===== config.mk =====
export PLATFORM = sky130hd
export DESIGN_NAME = int_alu
export DESIGN_NICKNAME = d
export VERILOG_FILES = /design/src/rtl/alu_pkg.sv /design/src/rtl/alu_addsub.sv /design/src/rtl/alu_logic.sv /design/src/rtl/alu_shift.sv /design/src/rtl/int_alu.sv
export SDC_FILE = /design/constraint.sdc
export NUM_CORES = 1
export LEC_CHECK = 0
export ABC_AREA = 1
export BUFFER_PORTS_ARGS = -buffer_cell sky130_fd_sc_hd__buf_2
export CAP_MARGIN = 20
export CORE_MARGIN = 2
export CORE_UTILIZATION = 30
export DETAILED_ROUTE_END_ITERATION = 8
export PLACE_DENSITY = 0.43
export SYNTH_ARGS = -nofsm -noshare
export SYNTH_HDL_FRONTEND = slang
export SYNTH_SLANG_ARGS = --single-unit

===== constraint.sdc =====
create_clock -name clk_i -period 0.8 [get_ports clk_i]
set_input_delay 0.16 -clock clk_i [delete_from_list [all_inputs] [get_ports clk_i]]
set_output_delay 0.16 -clock clk_i [all_outputs]
set_load 0.1 [all_outputs]

===== src/rtl/alu_pkg.sv =====
package alu_pkg;
  localparam int OP_W = 4;

  typedef enum logic [OP_W-1:0] {
    OP_ADD  = 4'd0,
    OP_SUB  = 4'd1,
    OP_AND  = 4'd2,
    OP_OR   = 4'd3,
    OP_NOR  = 4'd4,
    OP_SLL  = 4'd5,
    OP_SRL  = 4'd6,
    OP_SLT  = 4'd7,
    OP_SLTU = 4'd8,
    OP_LUI  = 4'd9
  } alu_op_e;

  typedef enum logic [1:0] {
    LG_AND = 2'd0,
    LG_OR  = 2'd1,
    LG_NOR = 2'd2
  } logic_op_e;
endpackage


===== src/rtl/alu_addsub.sv =====
module alu_addsub #(
  parameter int XLEN = 32
) (
  input  logic [XLEN-1:0] a_i,
  input  logic [XLEN-1:0] b_i,
  input  logic            sub_i,
  output logic [XLEN-1:0] sum_o,
  output logic            lt_s_o,
  output logic            lt_u_o
);
  localparam int MSB = XLEN - 1;

  logic [XLEN-1:0] b_eff;
  logic            carry;

  assign b_eff = sub_i ? ~b_i : b_i;
  assign {carry, sum_o} = {1'b0, a_i} + {1'b0, b_eff} + {{XLEN{1'b0}}, sub_i};

  // compares are only meaningful in subtract mode: no carry means a borrow
  assign lt_u_o = ~carry;
  assign lt_s_o = (a_i[MSB] ^ b_i[MSB]) ? a_i[MSB] : sum_o[MSB];
endmodule


===== src/rtl/alu_logic.sv =====
module alu_logic
  import alu_pkg::*;
#(
  parameter int XLEN = 32
) (
  input  logic [XLEN-1:0] a_i,
  input  logic [XLEN-1:0] b_i,
  input  logic_op_e       sel_i,
  output logic [XLEN-1:0] res_o
);
  always_comb begin
    unique case (sel_i)
      LG_AND:  res_o = a_i & b_i;
      LG_OR:   res_o = a_i | b_i;
      default: res_o = ~(a_i | b_i);
    endcase
  end
endmodule


===== src/rtl/alu_shift.sv =====
module alu_shift #(
  parameter int XLEN = 32,
  parameter int SHW  = $clog2(XLEN)
) (
  input  logic [XLEN-1:0] val_i,
  input  logic [SHW-1:0]  amt_i,
  input  logic            right_i,
  output logic [XLEN-1:0] res_o
);
  logic [XLEN-1:0]         fwd;
  logic [SHW:0][XLEN-1:0]  stage;

  // right shift = mirror, shift left, mirror back
  for (genvar g = 0; g < XLEN; g++) begin : g_mirror_in
    assign fwd[g] = right_i ? val_i[XLEN-1-g] : val_i[g];
  end

  assign stage[0] = fwd;

  for (genvar s = 0; s < SHW; s++) begin : g_stage
    assign stage[s+1] = amt_i[s] ? (stage[s] << (2 ** s)) : stage[s];
  end

  for (genvar g = 0; g < XLEN; g++) begin : g_mirror_out
    assign res_o[g] = right_i ? stage[SHW][XLEN-1-g] : stage[SHW][g];
  end
endmodule


===== src/rtl/int_alu.sv =====
module int_alu
  import alu_pkg::*;
#(
  parameter int XLEN    = 32,
  parameter int SHW     = $clog2(XLEN),
  parameter bit REG_OUT = 1'b1
) (
  input  logic            clk_i,
  input  logic            rst_ni,
  input  logic            in_valid_i,
  input  logic [OP_W-1:0] op_i,
  input  logic [XLEN-1:0] a_i,
  input  logic [XLEN-1:0] b_i,
  input  logic [SHW-1:0]  shamt_i,
  output logic [XLEN-1:0] result_o,
  output logic            zero_o,
  output logic            valid_o
);
  localparam int HALF = XLEN / 2;

  alu_op_e         op;
  logic            sub_mode;
  logic [XLEN-1:0] sum;
  logic            lt_s;
  logic            lt_u;
  logic_op_e       lg_sel;
  logic [XLEN-1:0] lg_res;
  logic [XLEN-1:0] sh_res;
  logic [XLEN-1:0] res_d;
  logic            zero_d;

  assign op       = alu_op_e'(op_i);
  assign sub_mode = (op == OP_SUB) || (op == OP_SLT) || (op == OP_SLTU);
  assign lg_sel   = (op == OP_AND) ? LG_AND : (op == OP_OR) ? LG_OR : LG_NOR;

  alu_addsub #(.XLEN(XLEN)) u_addsub (
    .a_i    (a_i),
    .b_i    (b_i),
    .sub_i  (sub_mode),
    .sum_o  (sum),
    .lt_s_o (lt_s),
    .lt_u_o (lt_u)
  );

  alu_logic #(.XLEN(XLEN)) u_logic (
    .a_i   (a_i),
    .b_i   (b_i),
    .sel_i (lg_sel),
    .res_o (lg_res)
  );

  alu_shift #(.XLEN(XLEN), .SHW(SHW)) u_shift (
    .val_i   (a_i),
    .amt_i   (shamt_i),
    .right_i (op == OP_SRL),
    .res_o   (sh_res)
  );

  always_comb begin
    case (op)
      OP_ADD, OP_SUB:         res_d = sum;
      OP_AND, OP_OR, OP_NOR:  res_d = lg_res;
      OP_SLL, OP_SRL:         res_d = sh_res;
      OP_SLT:                 res_d = {{(XLEN-1){1'b0}}, lt_s};
      OP_SLTU:                res_d = {{(XLEN-1){1'b0}}, lt_u};
      OP_LUI:                 res_d = {b_i[HALF-1:0], {HALF{1'b0}}};
      default:                res_d = '0;
    endcase
  end

  assign zero_d = ~|res_d;

  if (REG_OUT) begin : g_reg
    logic [XLEN-1:0] res_q;
    logic            zero_q;
    logic            valid_q;

    always_ff @(posedge clk_i or negedge rst_ni) begin
      if (!rst_ni) begin
        res_q   <= '0;
        zero_q  <= 1'b0;
        valid_q <= 1'b0;
      end else begin
        valid_q <= in_valid_i;
        if (in_valid_i) begin
          res_q  <= res_d;
          zero_q <= zero_d;
        end
      end
    end

    assign result_o = res_q;
    assign zero_o   = zero_q;
    assign valid_o  = valid_q;
  end else begin : g_comb
    assign result_o = res_d;
    assign zero_o   = zero_d;
    assign valid_o  = in_valid_i;
  end
endmodule


* Word level (Yosys, flattened, before mapping)
Cells that the tools add are included.
W data, S select, Z words.
** Word-level totals
- Register bits :: 34
- Bits in latches :: 0
- RAM bits :: 0
- Memory bits (read-only) :: 0
- Output and inout port bits :: 34
- Logic and storage cells :: 105
- Memories :: 0
** Cells by class
- $add $sub $neg :: 2
- Multipliers :: 0
- Divide/modulo/power cells :: 0
- Order comparisons :: 0
- Eq/ne operators :: 10
- Shifts and indexed selects :: 0
- Mux-type cells :: 75
- Bitwise logic cells :: 6
- Reduce and logical (&&, ||, !) cells :: 9
** Operators by type and width (number)
- $mux W32 :: 6
- $pmux W32 S6 :: 1
- $mux W1 :: 65
- $not A32 Y32 :: 2
- $pmux W32 S2 :: 1
- $add A32 B32 Y33 :: 1
- $add A33 B1 Y33 :: 1
- $and A32 B32 Y32 :: 1
- $or A32 B32 Y32 :: 1
- $reduce_or A32 Y1 :: 1
- $eq A4 B3 Y1 const B :: 4
- $eq A4 B2 Y1 const B :: 2
- $eq A4 B4 Y1 const B :: 2
- $eq A4 B1 Y1 const B :: 1
- $logic_not A4 Y1 :: 1
- $mux W2 :: 2
- $reduce_or A2 Y1 :: 2
- $reduce_or A3 Y1 :: 1
- $eq A2 B1 Y1 const B :: 1
- $logic_not A2 Y1 :: 1
- $logic_or A1 B1 Y1 :: 2
- $logic_not A1 Y1 :: 1
- $not A1 Y1 :: 1
- $xor A1 B1 Y1 :: 1

* Longest topological paths before layout
Gate-level depths: netlist of the first run.
- Depth after elaboration :: 11
- Mapped depth :: 26
- Gate-level depth less buffers :: 26

* Modules after synthesis
A second synthesis of the first run with hierarchy kept.
** Unflattened totals
- Cells, all modules :: 1585
- Area, all modules :: 8279.2 um2
** Modules (own cells, without submodules)
- alu_shift :: times used 1, cells an instance 516, area each 2447.3 um2, sequential area each 0.0 um2
- alu_addsub :: times used 1, cells an instance 399, area each 2308.5 um2, sequential area each 0.0 um2
- int_alu :: times used 1, cells an instance 369, area each 2280.9 um2, sequential area each 850.8 um2
- alu_logic :: times used 1, cells an instance 301, area each 1242.4 um2, sequential area each 0.0 um2

* Worst setup path before layout of the first run
OpenSTA, ideal clock, no wires.
- Path kind :: input port to flip-flop
- Start point :: input op_i[3]
- End point :: register g_reg.zero_q (netlist: zero_o)
- Library setup time :: 68 ps
- Data arrival time :: 3032 ps
- Required time :: 732 ps
- Path slack :: -2299 ps
- Stages on the path :: 22
- Path buffers :: 1
- Cells stage by stage :: nor2_1 > nand2_1 > nand3_1 > buf_1 > xor2_1 > ha_1 > a21oi_1 > o21ai_0 > a21oi_1 > o21ai_2 > nand2_1 > nand2_1 > or2_2 > nand3_1 > nand2_1 > a21oi_2 > nand2_1 > nor2_1 > nand2_1 > nor2_1 > nand3_1 > nand2_1
** On the way
- Longest elaborated chain between the ends :: 11
** RTL lines
- start: declaration :: RTL line int_alu.sv:11 : input logic [OP_W-1:0] op_i,
- branches (longest 8 deep; another with $add A32 B32 Y33)
- $pmux W32 S6 * :: RTL line int_alu.sv:60 : case (op)
- $reduce_or A32 Y1 * :: RTL line int_alu.sv:71 : assign zero_d = ~|res_d;
- $logic_not A1 Y1 * :: RTL line int_alu.sv:71
- end signal: assignment :: RTL line int_alu.sv:87 : zero_q <= zero_d;
- end: declaration :: RTL line int_alu.sv:75 : logic zero_q;
Every way passes the cells marked *.
A chain may end at the register's enable or synchronous reset.

* Worst setup path after layout of the first run
- Start point :: input op_i[1]
- End point :: register g_reg.zero_q (netlist: zero_o)
The elaborated chain is that of the path after synthesis.

==> run summary, run 1 <==
CTS tree: built
Most frequent CP cell: nand2_1
Largest family of logic cells by synthesized area: simple AND/OR/NAND/NOR gates
Clock insertion delay at the later pin of the skew report: 280 ps
Synth area leader: nand2_1
Synthesis-to-finish area growth: 85.01%
Num CTS Buffers: 5
Setup crit end kind: flip-flop
Slew Limit Headroom: 63.37%
Worst-Margin Slew: 547.7 ps
# placed instances: 2176
Number of global-route vias before repair: 11097
DRC errors left: 0
Antenna Nets Post-Route: 0
DRT Pass-1 Iters: 6
Number of antenna diodes: 0
M1 WL: 18.42 mm
Finished Cell Area: 0.01446 mm2
Post-synth ARST share: 100.0%
Die Area: 0.02735 mm2
Top layer in use: met4
Most common cell in the netlist: nand2_1
Non-filler cells, final: 2259
Port bufs: 109
Initial Utilization: 30.24%
First-pass GRT wire length: 63.52 mm
Pwr/cell area: 1308 mW/mm2
DR WL met3: 3.258 mm
Failing checks: negative setup slack
Slack of the critical path: -2131 ps
Via/cell ratio: 5.240
Clk sinks: 34
Post-DP Area: 0.01206 mm2
Status: complete, but fails checks
Post-Route WL: 43.32 mm
Die Ht: 165.4 um
Routability Congestion: 0.9801
Synth Area in Compound Gates: 16.48%
Fmax achieved: 341.2 MHz
CTS root buf: clkbuf_16
Register area share after synthesis: 10.89%
Pins Over Slew Limit: 0
WP buf/inv: 6
HPWL Detailed: 35.11 mm
Mux share of post-synthesis cell area: 0%
Top cell type's share of synthesized area: 22.05%
Distinct cells, synth: 53
WHS: 220.8 ps
Number of synthesized flops with an enable pin: 0
Post-Synth XOR/XNOR Area: 3.811%
Overall routing resource usage: 30.99%
Initial detailed-routing violation count: 1179
Maximum vdd drop: 1791 uV
Worst EP required: 1020 ps
Core area: 0.02584 mm2
Synth Area in Simple Gates: 52.83%
Crit path launch type: input pin
Total gr overflow: 0
Row count: 59
WP data arrival: 3150 ps
RSZ-0062 raised after global routing: yes
Setup CP Type: in -> reg
Crit-path max FO: 5
Cell family with most CP delay: simple AND/OR/NAND/NOR gates
Share of cells above drive strength 1: 47.04%
Min-delay worst type: in -> reg
Post-Syn Area: 0.007814 mm2
Fin Setup TNS: -68180 ps
Largest net degree at the start of global routing: 43
Top Ports: 110
Final Cycle Share: 366.4%
Mean Syn Cell Area: 5.381 um2
Flops & latches, synth: 34
Commonest cells post-synth: nand2_1 (459), nand3_1 (245), nor2_1 (153)
Final Hold Vio Count: 0
Synth Instances: 1452
Synth warn: 0
Max incr delay on CP: 340 ps
Final net count: 2035
Die width: 165.4 um
Top_reg_cell synth: dfrtp_1
Leakage power: 7.126 nW
Met2 WL: 19.07 mm
Post-Synth Adder-Cell Area: 5.861%
Clock slew at reported path FFs: 60 ps
Syn_nets: 1564
Min Tclk post-route: 2931 ps
Synth top area cells: nand2_1 (22%), nand3_1 (16%), dfrtp_1 (11%), nor2_1 (7.3%), ha_1 (5.6%)
Slowest CP cell: ha_1
Clock Skews: 0 ps
CTS max path bufs: 2
Initial antenna violation count: 0
Wire per inst: 19.18 um
H-tree depth: 2
Max-cap violations: 0
Final setup vio count: 67
Via Count: 11837
==> routing by layer <==
metal / vias to the layer above / global-route usage (%)
li1: 5794 / -
met1: 5432 / 41.75
met2: 507 / 48.66
met3: 104 / 3.896
met4: 0 / 15.60
met5: - / 0
==> metrics by stage <==
stage | setup WS [ps] | utilization [%] | power (mW)
2_1_floorplan | -1876 | - | 8.129
6_report | -2131 | 55.95 | 18.90
5_1_grt | -2315 | 55.95 | 19.96
4_1_cts | -2065 | 52.31 | 17.50
3_5_place_dp | -2723 | 46.66 | 13.48
3_3_place_gp | -2735 | 46.66 | 13.46
==> state kept, by name (all words and copies together), names as in the netlist <==
signal    flops
zero_o        1
result_o     32
valid_o       1
==> report_power, final <==
| group | internal [mW] | total, mW | switching (mW) |
|---|---|---|---|
| registers | 2.07 | 2.30 | 0.237 |
| clock network | 1.79 | 2.51 | 0.724 |
| logic | 6.09 | 14.1 | 8.00 |
==> kinds of logic after synthesis <==
kind of cell / count (synthesis)
and+or+nand+nor: 945
AOI/OAI and AO/OA: 220
buffers and inverters: 183
adders and majority gates: 36
xor gates and xnor gates: 34
DFF: 34
==> what timing repair did <==
action / CTS / global route
buffers inserted: 52 / 41
resized for setup: 262 / 174
hold buffers: 1 / 0
hold endpoints to repair: 34 / 0
setup endpoints to repair: 67 / 67
gates cloned: 1 / 1
pin swaps: 144 / 106
==> worst paths after layout <==
check / depth (start not counted) / end / from / slack, ps
worst max-delay path: 26 / zero_o / op_i[1] / -2130
worst min-delay path: 2 / valid_o / in_valid_i / 220
worst max register to register: 3 / result_o[21] / result_o[21] / -70
worst min register to register: 2 / zero_o / zero_o / 540
max in group asynchronous: 3 / result_o[27] / rst_ni / 220
min in group asynchronous: 3 / valid_o / rst_ni / 380
==> placed cells by master (no fill, tap or decap), types with 12 or more instances in the layout <==
| cell type | count |
|---|---|
| dfrtp_4 | 33 |
| a21oi_2 | 26 |
| a21oi_1 | 47 |
| nand3_4 | 12 |
| buf_2 | 71 |
| nand4_1 | 18 |
| nand2_4 | 27 |
| nor2_1 | 98 |
| nor3_1 | 18 |
| o21ai_1 | 21 |
| ha_1 | 28 |
| nand3_1 | 212 |
| inv_2 | 24 |
| o21ai_2 | 30 |
| nor2_4 | 27 |
| inv_1 | 81 |
| buf_4 | 354 |
| xor2_1 | 21 |
| buf_6 | 45 |
| nand2_2 | 60 |
| o21ai_0 | 19 |
| buf_12 | 59 |
| nand2_1 | 397 |
| nor2_2 | 34 |
| nand3_2 | 33 |
==> layout make-up <==
class / count / area, um2
multi-input cells: 1236 / 7656
inverters: 113 / 446.7
clock inverters: 3 / 68.82
fillers: 2533 / 11380
flip-flops and latches: 34 / 974.7
well taps: 335 / 419.2
clock buffers: 5 / 125.1
repair buffers: 533 / 4766
No activity file was read; power rests on OpenSTA's default activity.
==> run 2: changes to the inputs <==
CTS_CLUSTER_DIAMETER = 50   (was not set)
SKIP_CTS_REPAIR_TIMING = 1   (was not set)
==> run 2 against run 1 <==
The flow still finishes with violations (negative setup slack). Sequential power barely moved. Register-to-register slack barely moved. Non-clock buffer count fell by 21. Fmax fell by 1.9%.
==> run summary, run 2 (same netlist as run 1, synthesis figures left out) <==
Initial antenna violation count: 0 (unchanged)
Row count: 59 (unchanged)
Met3 usage: 3.921% (+0.025 points)
Die Ht: 165.4 um (unchanged)
R2R Path End: result_o[21]
Die Area: 0.02735 mm2 (unchanged)
Status: complete, but fails checks
WP data arrival: 3210 ps (+60 ps)
Routability Congestion: 0.9801 (unchanged)
Met2 Use GR: 45.93% (-2.7 points)
R2r setup slk: -60 ps (about the same)
Worst EP required: 1020 ps (about the same)
Die width: 165.4 um (unchanged)
Setup crit end kind: flip-flop
Post-Route WL: 42.57 mm (-1.7%)
CTS max path bufs: 2 (unchanged)
Most frequent cells in the layout: nand2_1 (400), buf_4 (348), nand3_1 (215)
Pins Over Slew Limit: 0 (unchanged)
Busiest grt layer: met2
Clock slew at reported path FFs: 60 ps (about the same)
Final Hold Vio Count: 0 (unchanged)
CTS root buf: clkbuf_16
Wire per inst: 19.02 um (-0.81%)
Via/cell ratio: 5.258 (+0.34%)
CTS tree: built
R2R cell count: 3 (unchanged)
RSZ-0062 raised after global routing: yes
Beginning of the worst hold path: in_valid_i
Clk sinks: 34 (unchanged)
Maximum vdd drop: 1793 uV (+0.12%)
Fmax achieved: 334.7 MHz (-1.9%)
Initial Utilization: 30.24% (unchanged)
Non-filler cells, final: 2238 (-0.93%)
Leakage power: 6.937 nW (-2.6%)
Hold Path End: valid_o
Min-delay worst type: in -> reg
H-tree depth: 2 (unchanged)
Final setup vio count: 67 (unchanged)
Commonest non-fill, non-tap cell in the layout: nand2_1
DRT Pass-1 Iters: 6 (unchanged)
Max-cap violations: 0 (unchanged)
First-pass GRT wire length: 61.13 mm (-3.8%)
Top Ports: 110 (unchanged)
HPWL Detailed: 35.11 mm (unchanged)
Met1 Use GR: 41.14% (-0.62 points)
WHS: 220.5 ps (-0.2940 ps)
Number of global-route vias before repair: 10594 (-4.5%)
Antenna Nets Post-Route: 0 (unchanged)
# placed instances: 2176 (unchanged)
Failing checks: negative setup slack
Final net count: 2014 (-1.0%)
Min Tclk post-route: 2988 ps (+56.73 ps)
Clock Skews: 0 ps (unchanged)
Setup CP Type: in -> reg
Hold path cells: 2 (unchanged)
Fillers: 2583 (+2.0%)
Via Count: 11767 (-0.59%)
Max FFs per register: 32 (unchanged)
Synthesis-to-finish area growth: 79.86%
Largest net degree at the start of global routing: 43 (unchanged)
DRC errors left: 0 (unchanged)
Final total power: 18.39 mW (-2.7%)
Crit path launch type: input pin
Overall routing resource usage: 29.94% (-1.0 points)
Slack of the critical path: -2188 ps (-56.73 ps)
Worst R2R Start: result_o[21]
Worst-Margin Slew: 558.1 ps (+10.37 ps)
Final Cycle Share: 373.5% (+7.1 points)
Slew Limit Headroom: 62.68% (-0.69 points)
Clock insertion delay at the later pin of the skew report: 280 ps (about the same)
Share of cells above drive strength 1: 45.30% (-1.7 points)
Port bufs: 109 (unchanged)
Pwr/cell area: 1309 mW/mm2 (about the same)
Total gr overflow: 0 (unchanged)
Num CTS Buffers: 5 (unchanged)
Number of antenna diodes: 0 (unchanged)
Initial detailed-routing violation count: 1249 (+5.9%)
Core area: 0.02584 mm2 (unchanged)
Crit-path max FO: 7 (+2)
==> run 2: cell count changes in the layout (fill, tap and decap cells not counted), moves of 6 or more <==
cell | previous run | this run
buf_6 | 45 | 28
inv_1 | 81 | 89
nand2_4 | 27 | 18
inv_2 | 24 | 18
buf_4 | 354 | 348
==> run 2: routing by layer <==
layer	routed length, um	part of all wire, %
met3	3089	7.3
met1	18400	43
met5	0	0
met4	2557	6.0
met2	18520	44
==> run 2: power breakdown <==
| part | leakage (nW) | switching [mW] | internal (mW) |
|---|---|---|---|
| Combinational | 6.45 | 7.77 | 5.81 |
| Sequential | 0.390 | 0.237 | 2.07 |
| Clock | 0.0940 | 0.732 | 1.79 |
==> run 2: final cells by class <==
class	instances	area, um2	area share, %
Multi-Input combinational cell	1236	7470	53.15
Timing Repair Buffer	512	4559	32.44
Sequential cell	34	974.7	6.936
Inverter	113	436.7	3.107
Clock buffer	5	125.1	0.8903
Tap cell	335	419.2	2.983
Clock inverter	3	68.82	0.4897
==> run 2: worst max path at each step <==
stage             from     end  depth (start not counted)
2_1_floorplan  op_i[2]  zero_o                         26
3_3_place_gp   op_i[2]  zero_o                         25
3_5_place_dp   op_i[2]  zero_o                         25
4_1_cts        op_i[2]  zero_o                         25
5_1_grt        op_i[0]  zero_o                         26
6_report       op_i[0]  zero_o                         25
==> run 2: worst max-delay path, stage by stage <==
cell	delay, ps
buf_12	110
nand2_2	60
inv_2	40
nand2_4	90
nand3_4	210
buf_8	220
xor2_2	170
ha_1	340
a21oi_2	190
a21boi_2	170
buf_4	130
o21a_1	160
nand2_2	90
nand2_2	80
nand2_2	80
buf_6	130
o21ai_4	140
nor2_2	50
nor2_2	130
nand2_1	60
nor2_1	80
nand2_1	60
nor2_1	100
nand3_1	80
nand2_1	70
==> run 2: metrics by stage <==
step                setup slack (ps)  util (%)  setup TNS (ps)  area, um2
CTS                            -2434     47.41          -74990      12250
finish                         -2188     54.39          -69490      14050
global route                   -2365     54.39          -74000      14050
detailed placement             -2723     46.66          -74160      12060
global placement               -2735     46.66          -73300      12060
floorplan                      -1876         -          -47180       8100
